[config.mk]
export PLATFORM = sky130hd
export DESIGN_NAME = tseq_top
export DESIGN_NICKNAME = d
export VERILOG_FILES = /design/src/rtl/tseq_pkg.sv /design/src/rtl/tseq_counter.sv /design/src/rtl/tseq_ir.sv /design/src/rtl/tseq_class.sv /design/src/rtl/tseq_top.sv
export SDC_FILE = /design/constraint.sdc
export NUM_CORES = 1
export LEC_CHECK = 0
export CAP_MARGIN = 20
export CORE_MARGIN = 4
export CORE_UTILIZATION = 35
export CTS_CLUSTER_SIZE = 8
export DETAILED_ROUTE_END_ITERATION = 10
export GPL_TIMING_DRIVEN = 0
export PLACE_DENSITY = 0.88
export SYNTH_ARGS = -nofsm -noshare
export SYNTH_HDL_FRONTEND = slang
export SYNTH_SLANG_ARGS = --single-unit
[constraint.sdc]
create_clock -name clk_i -period 1.7 [get_ports clk_i]
set_clock_uncertainty 0.05 [all_clocks]
set_input_delay 0.17 -clock clk_i [delete_from_list [all_inputs] [get_ports clk_i]]
set_output_delay 0.17 -clock clk_i [all_outputs]
set_load 0.005 [all_outputs]
[src/rtl/tseq_pkg.sv]
package tseq_pkg;
  localparam int WORD_W = 16;
  localparam int OP_W   = 3;
  localparam int SC_W   = 4;

  typedef enum logic [1:0] {
    CLS_DIRECT   = 2'd0,
    CLS_INDIRECT = 2'd1,
    CLS_REGREF   = 2'd2,
    CLS_IO       = 2'd3
  } icls_e;
endpackage

[src/rtl/tseq_counter.sv]
module tseq_counter #(
  parameter  int SC_W = 4,
  localparam int NT   = 1 << SC_W
) (
  input  logic          clk_i,
  input  logic          rst_ni,
  input  logic          clr_i,
  output logic [NT-1:0] t_o
);
  logic [SC_W-1:0] sc_q;

  always_ff @(posedge clk_i or negedge rst_ni) begin
    if (!rst_ni)    sc_q <= '0;
    else if (clr_i) sc_q <= '0;
    else            sc_q <= sc_q + 1'b1;
  end

  for (genvar g = 0; g < NT; g++) begin : g_dec
    assign t_o[g] = (sc_q == SC_W'(g));
  end
endmodule

[src/rtl/tseq_ir.sv]
module tseq_ir #(
  parameter  int WORD_W = 16,
  parameter  int OP_W   = 3,
  localparam int ADDR_W = WORD_W - OP_W - 1,
  localparam int ND     = 1 << OP_W
) (
  input  logic              clk_i,
  input  logic              rst_ni,
  input  logic              ld_i,
  input  logic              dec_i,
  input  logic [WORD_W-1:0] word_i,
  output logic [WORD_W-1:0] ir_o,
  output logic [ND-1:0]     d_o,
  output logic              ind_o
);
  logic [WORD_W-1:0] ir_q;
  logic [ND-1:0]     d_next, d_q;
  logic              i_q;

  always_ff @(posedge clk_i or negedge rst_ni) begin
    if (!rst_ni)   ir_q <= '0;
    else if (ld_i) ir_q <= word_i;
  end

  for (genvar g = 0; g < ND; g++) begin : g_op
    assign d_next[g] = (ir_q[ADDR_W +: OP_W] == OP_W'(g));
  end

  // decode is registered: lines are valid from the phase after dec_i
  always_ff @(posedge clk_i or negedge rst_ni) begin
    if (!rst_ni) begin
      d_q <= '0;
      i_q <= 1'b0;
    end else if (dec_i) begin
      d_q <= d_next;
      i_q <= ir_q[WORD_W-1];
    end
  end

  assign ir_o  = ir_q;
  assign d_o   = d_q;
  assign ind_o = i_q;
endmodule

[src/rtl/tseq_class.sv]
module tseq_class
  import tseq_pkg::*;
#(
  parameter int ADDR_W = 12
) (
  input  logic              t3_i,
  input  logic              d7_i,
  input  logic              ind_i,
  input  logic [ADDR_W-1:0] field_i,
  output logic [3:0]        cls_o,
  output logic [ADDR_W-1:0] rr_op_o
);
  icls_e cls;

  always_comb begin
    if (d7_i) cls = ind_i ? CLS_IO : CLS_REGREF;
    else      cls = ind_i ? CLS_INDIRECT : CLS_DIRECT;
    cls_o = '0;
    if (t3_i) cls_o[cls] = 1'b1;
    rr_op_o = (t3_i && cls == CLS_REGREF) ? field_i : '0;
  end
endmodule

[src/rtl/tseq_top.sv]
module tseq_top #(
  parameter  int WORD_W = tseq_pkg::WORD_W,
  parameter  int OP_W   = tseq_pkg::OP_W,
  parameter  int SC_W   = tseq_pkg::SC_W,
  localparam int ADDR_W = WORD_W - OP_W - 1,
  localparam int NT     = 1 << SC_W,
  localparam int ND     = 1 << OP_W
) (
  input  logic              clk_i,
  input  logic              rst_ni,
  input  logic              sc_clr_i,
  input  logic [WORD_W-1:0] mem_word_i,
  output logic [NT-1:0]     t_o,
  output logic [ND-1:0]     d_o,
  output logic              ind_o,
  output logic [WORD_W-1:0] ir_o,
  output logic              ar_from_pc_o,
  output logic              ir_load_o,
  output logic              pc_inc_o,
  output logic              ar_from_ir_o,
  output logic [ADDR_W-1:0] ar_addr_o,
  output logic              rr_o,
  output logic              io_o,
  output logic              indir_o,
  output logic              direct_o,
  output logic [ADDR_W-1:0] rr_op_o
);
  logic [NT-1:0]     t;
  logic [ND-1:0]     d;
  logic              ind;
  logic [WORD_W-1:0] ir;
  logic [3:0]        cls;

  tseq_counter #(.SC_W(SC_W)) i_cnt (
    .clk_i (clk_i),
    .rst_ni(rst_ni),
    .clr_i (sc_clr_i),
    .t_o   (t)
  );

  tseq_ir #(.WORD_W(WORD_W), .OP_W(OP_W)) i_ir (
    .clk_i (clk_i),
    .rst_ni(rst_ni),
    .ld_i  (t[1]),
    .dec_i (t[2]),
    .word_i(mem_word_i),
    .ir_o  (ir),
    .d_o   (d),
    .ind_o (ind)
  );

  tseq_class #(.ADDR_W(ADDR_W)) i_cls (
    .t3_i   (t[3]),
    .d7_i   (d[ND-1]),
    .ind_i  (ind),
    .field_i(ir[ADDR_W-1:0]),
    .cls_o  (cls),
    .rr_op_o(rr_op_o)
  );

  assign t_o          = t;
  assign d_o          = d;
  assign ind_o        = ind;
  assign ir_o         = ir;
  assign ar_from_pc_o = t[0];
  assign ir_load_o    = t[1];
  assign pc_inc_o     = t[1];
  assign ar_from_ir_o = t[2];
  assign ar_addr_o    = ir[ADDR_W-1:0];
  assign direct_o     = cls[tseq_pkg::CLS_DIRECT];
  assign indir_o      = cls[tseq_pkg::CLS_INDIRECT];
  assign rr_o         = cls[tseq_pkg::CLS_REGREF];
  assign io_o         = cls[tseq_pkg::CLS_IO];
endmodule

==> results of run 1 <==
==> area by class of cell <==
type	count	area (um2)
Fill cell	364	1470
Clock buffer	7	86.3
Timing Repair Buffer	123	1160
Multi-Input combinational cell	80	906
Buffer	22	205
Sequential cell	29	728
Inverter	15	66.3
Tap cell	54	67.6
==> worst max-delay path by stage <==
stage / cells past startpoint / endpoint / slack, ns / startpoint
4_1_cts: 6 / rr_op_o[0] / -0.29 / i_cnt.sc_q[1]
6_report: 6 / rr_op_o[6] / -0.35 / i_cnt.sc_q[0]
3_5_place_dp: 6 / t_o[1] / -0.55 / i_cnt.sc_q[1]
3_3_place_gp: 6 / t_o[1] / -0.52 / i_cnt.sc_q[1]
5_1_grt: 6 / rr_op_o[6] / -0.44 / i_cnt.sc_q[0]
2_1_floorplan: 5 / i_ir.ir_o[0] / 0.03 / i_cnt.sc_q[1]
==> logic make-up after synthesis <==
logic type / count (synthesis) / share of synthesized area, %
xor+xnor: 1 / 0.518
fa+ha+maj: 4 / 2.96
buf+inv: 40 / 15.2
flops: 29 / 42.9
mux: 26 / 17.3
simple gates: 49 / 21.1
==> critical path, stage by stage (launching register included) <==
cell                      delay (ns)
sky130_fd_sc_hd__dfrtp_1        0.37
sky130_fd_sc_hd__ha_2           0.20
sky130_fd_sc_hd__or3b_1         0.37
sky130_fd_sc_hd__buf_6          0.15
sky130_fd_sc_hd__buf_12         0.15
sky130_fd_sc_hd__nor3_2         0.17
sky130_fd_sc_hd__buf_2          0.14
==> per-stage QoR <==
step | TNS (ns) | utilization [%]
final | -5.98 | 68.6
after global routing | -8.77 | 68.6
after CTS | -7.14 | 64.6
after detailed placement | -12.62 | 57.5
after global placement | -14.57 | 56.9
after floorplan | 0 | -
==> per-layer routing <==
layer,vias up,part of all wire (%),GRT usage (%)
met5,-,0,0
met4,0,0.74,3.74
met3,6,6.8,5.45
met2,63,53,32.2
met1,736,40,18.9
li1,730,-,-
==> synth_stat cells (2+ instances only) <==
master	count
sky130_fd_sc_hd__and2_1	6
sky130_fd_sc_hd__and2_2	2
sky130_fd_sc_hd__and3_1	5
sky130_fd_sc_hd__and3b_1	3
sky130_fd_sc_hd__buf_2	3
sky130_fd_sc_hd__buf_4	19
sky130_fd_sc_hd__buf_6	2
sky130_fd_sc_hd__dfrtp_1	29
sky130_fd_sc_hd__ha_1	4
sky130_fd_sc_hd__inv_1	14
sky130_fd_sc_hd__mux2_1	16
sky130_fd_sc_hd__mux2_2	10
sky130_fd_sc_hd__nor2_1	4
sky130_fd_sc_hd__nor2b_1	4
sky130_fd_sc_hd__nor3_1	5
sky130_fd_sc_hd__nor3_2	9
sky130_fd_sc_hd__nor3b_1	6
==> flip-flops by register name (all words and copies together), names as in the netlist <==
signal / count
i_ir.ir_o: 16
i_ir.d_o: 8
i_cnt.sc_q: 4
i_ir.ind_o: 1
==> power groups by stage <==
stage          Clock (W)  Combinational (W)  Sequential (W)
6_report        0.000553            0.00140         0.00107
5_1_grt         0.000612            0.00149         0.00110
4_1_cts         0.000576            0.00130         0.00106
3_5_place_dp           0            0.00112         0.00107
3_3_place_gp           0            0.00109         0.00106
2_1_floorplan          0           0.000448         0.00103
==> repair_timing <==
action | CTS | global route
pin swaps | 5 | 5
buffers inserted | 20 | 13
endpoints found under the setup margin | 52 | 60
hold buffers | 0 | 0
gates resized for setup | 155 | 46
==> results.md, run 1 <==
| Step | Item | Value |
|---|---|---|
| synthesis | Synthesized area per cell | 11.3 um2 |
| timing | Worst hold slack after final layout | 0.299 ns |
| floorplanning | Number of ports placed on the die boundary | 92 |
| floorplanning | Core Footprint | 4690 um2 |
| timing | Achievable clock frequency | 0.487 GHz |
| pwr | Internal power contribution | 0.00215 W |
| pwr | Combinational power share | 46.2% |
| pwr | Clk pwr share | 18.3% |
| floorplanning | Vertical die dimension | 77.5 um |
| clock network | Insertion delay of the later-clocked pin in the worst-skew pair | 0.28 ns |
| global route | Wire length of the first global-routing pass | 8150 um |
| run status | Failing checks | negative setup slack |
| worst setup path | Register-to-Register Path Depth | 8 |
| worst setup path | Crit end category | primary output |
| placed design | Worst setup slack after placement | -0.555 ns |
| clock network | Clock tree from TritonCTS | built |
| finish | Non-filler instance count after layout | 330 |
| clock network | Clock tree sinks | 29 |
| run status | Run status | finished, violations left |
| clock network | Clock Path Buffers | 2 |
| finish | Commonest non-fill, non-tap cell in the layout | sky130_fd_sc_hd__clkdlybuf4s50_1 |
| placed design | Number of I/O port buffers | 91 |
| detailed routing | Total detailed-routing wirelength | 5440 um |
| pwr | Worst voltage drop across the vdd grid | 0.000759 V |
| timing | Final slew viol count | 0 |
| synthesis | Total standard cell area after synthesis | 1690 um2 |
| timing | Max-slew headroom | 48.0% |
| worst setup path | Reg2Reg Setup Slack | -0.08 ns |
| finish | Synthesis-to-finish area growth | 90.5% |
| worst setup path | Beginning of the worst register-to-register path | i_cnt.sc_q[1] |
| min path | Worst Hold Class | in2async |
| pwr | Portion of total power attributed to sequential cells | 35.5% |
| timing | RSZ-0062 raised after global routing | true |
| clock network | Clock-pin transition on the worst setup and hold timing paths | 0.06 ns |
| clock network | Clk root buf | sky130_fd_sc_hd__clkbuf_8 |
| detailed routing | Post-detailed-route wirelength per cell | 16.5 um |
| global route | Largest net degree at the start of global routing | 16 |
| placed design | Estimated wirelength of the detail-placed design | 3270 um |
| timing | Setup violation total in the final timing report | 33 |
| floorplanning | Die outline width | 77.5 um |
| detailed routing | Total via count after detailed routing | 1535 |
| synthesis | Mapped Cells | 149 |
| placed design | Area after detailed placement | 2700 um2 |
| synthesis | Number of nets in the synthesized netlist | 172 |
| timing | Final setup margin | -0.351 ns |
| finish | Non-Filler Cell Area, Final | 3220 um2 |
| global route | Overall track demand over capacity in global routing | 17.2% |
| finish | Share of cells above drive strength 1 | 52.9% |
| synthesis | Cell variety after synth | 25 |
| finish | Final nets | 299 |
| pwr | P_sw | 0.000872 W |
| finish | Number of diodes added for antenna fixing | 0 |
| global route | Final global-route overflow total | 0 |
| synthesis | Fraction of the yosys area taken by sequential cells | 42.9% |
| worst setup path | Required time of the critical path | 1.48 ns |
| floorplanning | Overall die area | 6010 um2 |
| synthesis | Fraction of synthesis flops using an asynchronous set or reset pin | 100% |
| timing | Period minus WS final | 2.05 ns |
| clock network | CTS Buf Count | 5 |
| detailed routing | Violation count after the first detailed-routing iteration | 20 |
| pwr | P per Cell Area | 937 nW/um2 |
| detailed routing | Vias per cell | 4.65 |
| timing | Tightest Pin Transition | 0.778 ns |
| detailed routing | Number of antenna-violating nets in the routed design | 0 |
| worst setup path | Worst Path Arrival | 1.83 ns |
| floorplanning | Number of placement rows | 25 |
| synthesis | Cell type with the largest total area after synthesis | sky130_fd_sc_hd__dfrtp_1 |
| floorplanning | Initial cell density of the core | 36.0% |
| pwr | Switching Share | 28.9% |
| synthesis | Flop and latch count out of synthesis | 29 |
| timing | Final hold vios | 0 |
| detailed routing | First-pass detailed-route iteration total | 4 |
| finish | Leading cell types in the layout, fill and taps excluded | sky130_fd_sc_hd__clkdlybuf4s50_1 (55), sky130_fd_sc_hd__buf_4 (29), sky130_fd_sc_hd__buf_6 (28) |
| worst setup path | Reg-to-Reg End | i_ir.ir_o[7] |
| timing | Share of the clock period used by the worst path after layout | 121% |
| detailed routing | DRC viols | 0 |
| placed design | Total placed cells including tap cells | 295 |
| worst setup path | Maximum fanout encountered on the critical timing path | 10 |
| global route | Initial antenna violation count | 0 |
| global route | Number of global-route vias before repair | 1576 |
| pwr | Leak | 1.64 nW |
| synthesis | Total of warnings raised by yosys | 0 |
| synthesis | Most used DFF post-synth | sky130_fd_sc_hd__dfrtp_1 |
| clock network | H-tree levels | 2 |
| worst setup path | Startpoint types | register |
| synthesis | Synth top area cells | sky130_fd_sc_hd__dfrtp_1 (43%), sky130_fd_sc_hd__mux2_1 (11%), sky130_fd_sc_hd__buf_4 (8.4%) |
| pwr | Design Power | 0.00302 W |
| synthesis | Number of flops mapped to enable cells by yosys | 0 |
| job | Max-cap violation count | 0 |
| synthesis | Top-area cell type share of the netlist area | 42.9% |
| placed design | Routability-driven placement congestion ratio | 0.728 |
| worst setup path | Worst Setup Path Type | reg2out |
(Power assumes the default switching activity.)
==> run 2, diff against run 1 <==
- CTS_CLUSTER_DIAMETER: not set -> 30
==> results of run 2 <==
Same layout as run 1: the final DEF is identical, and so are final timing and power.
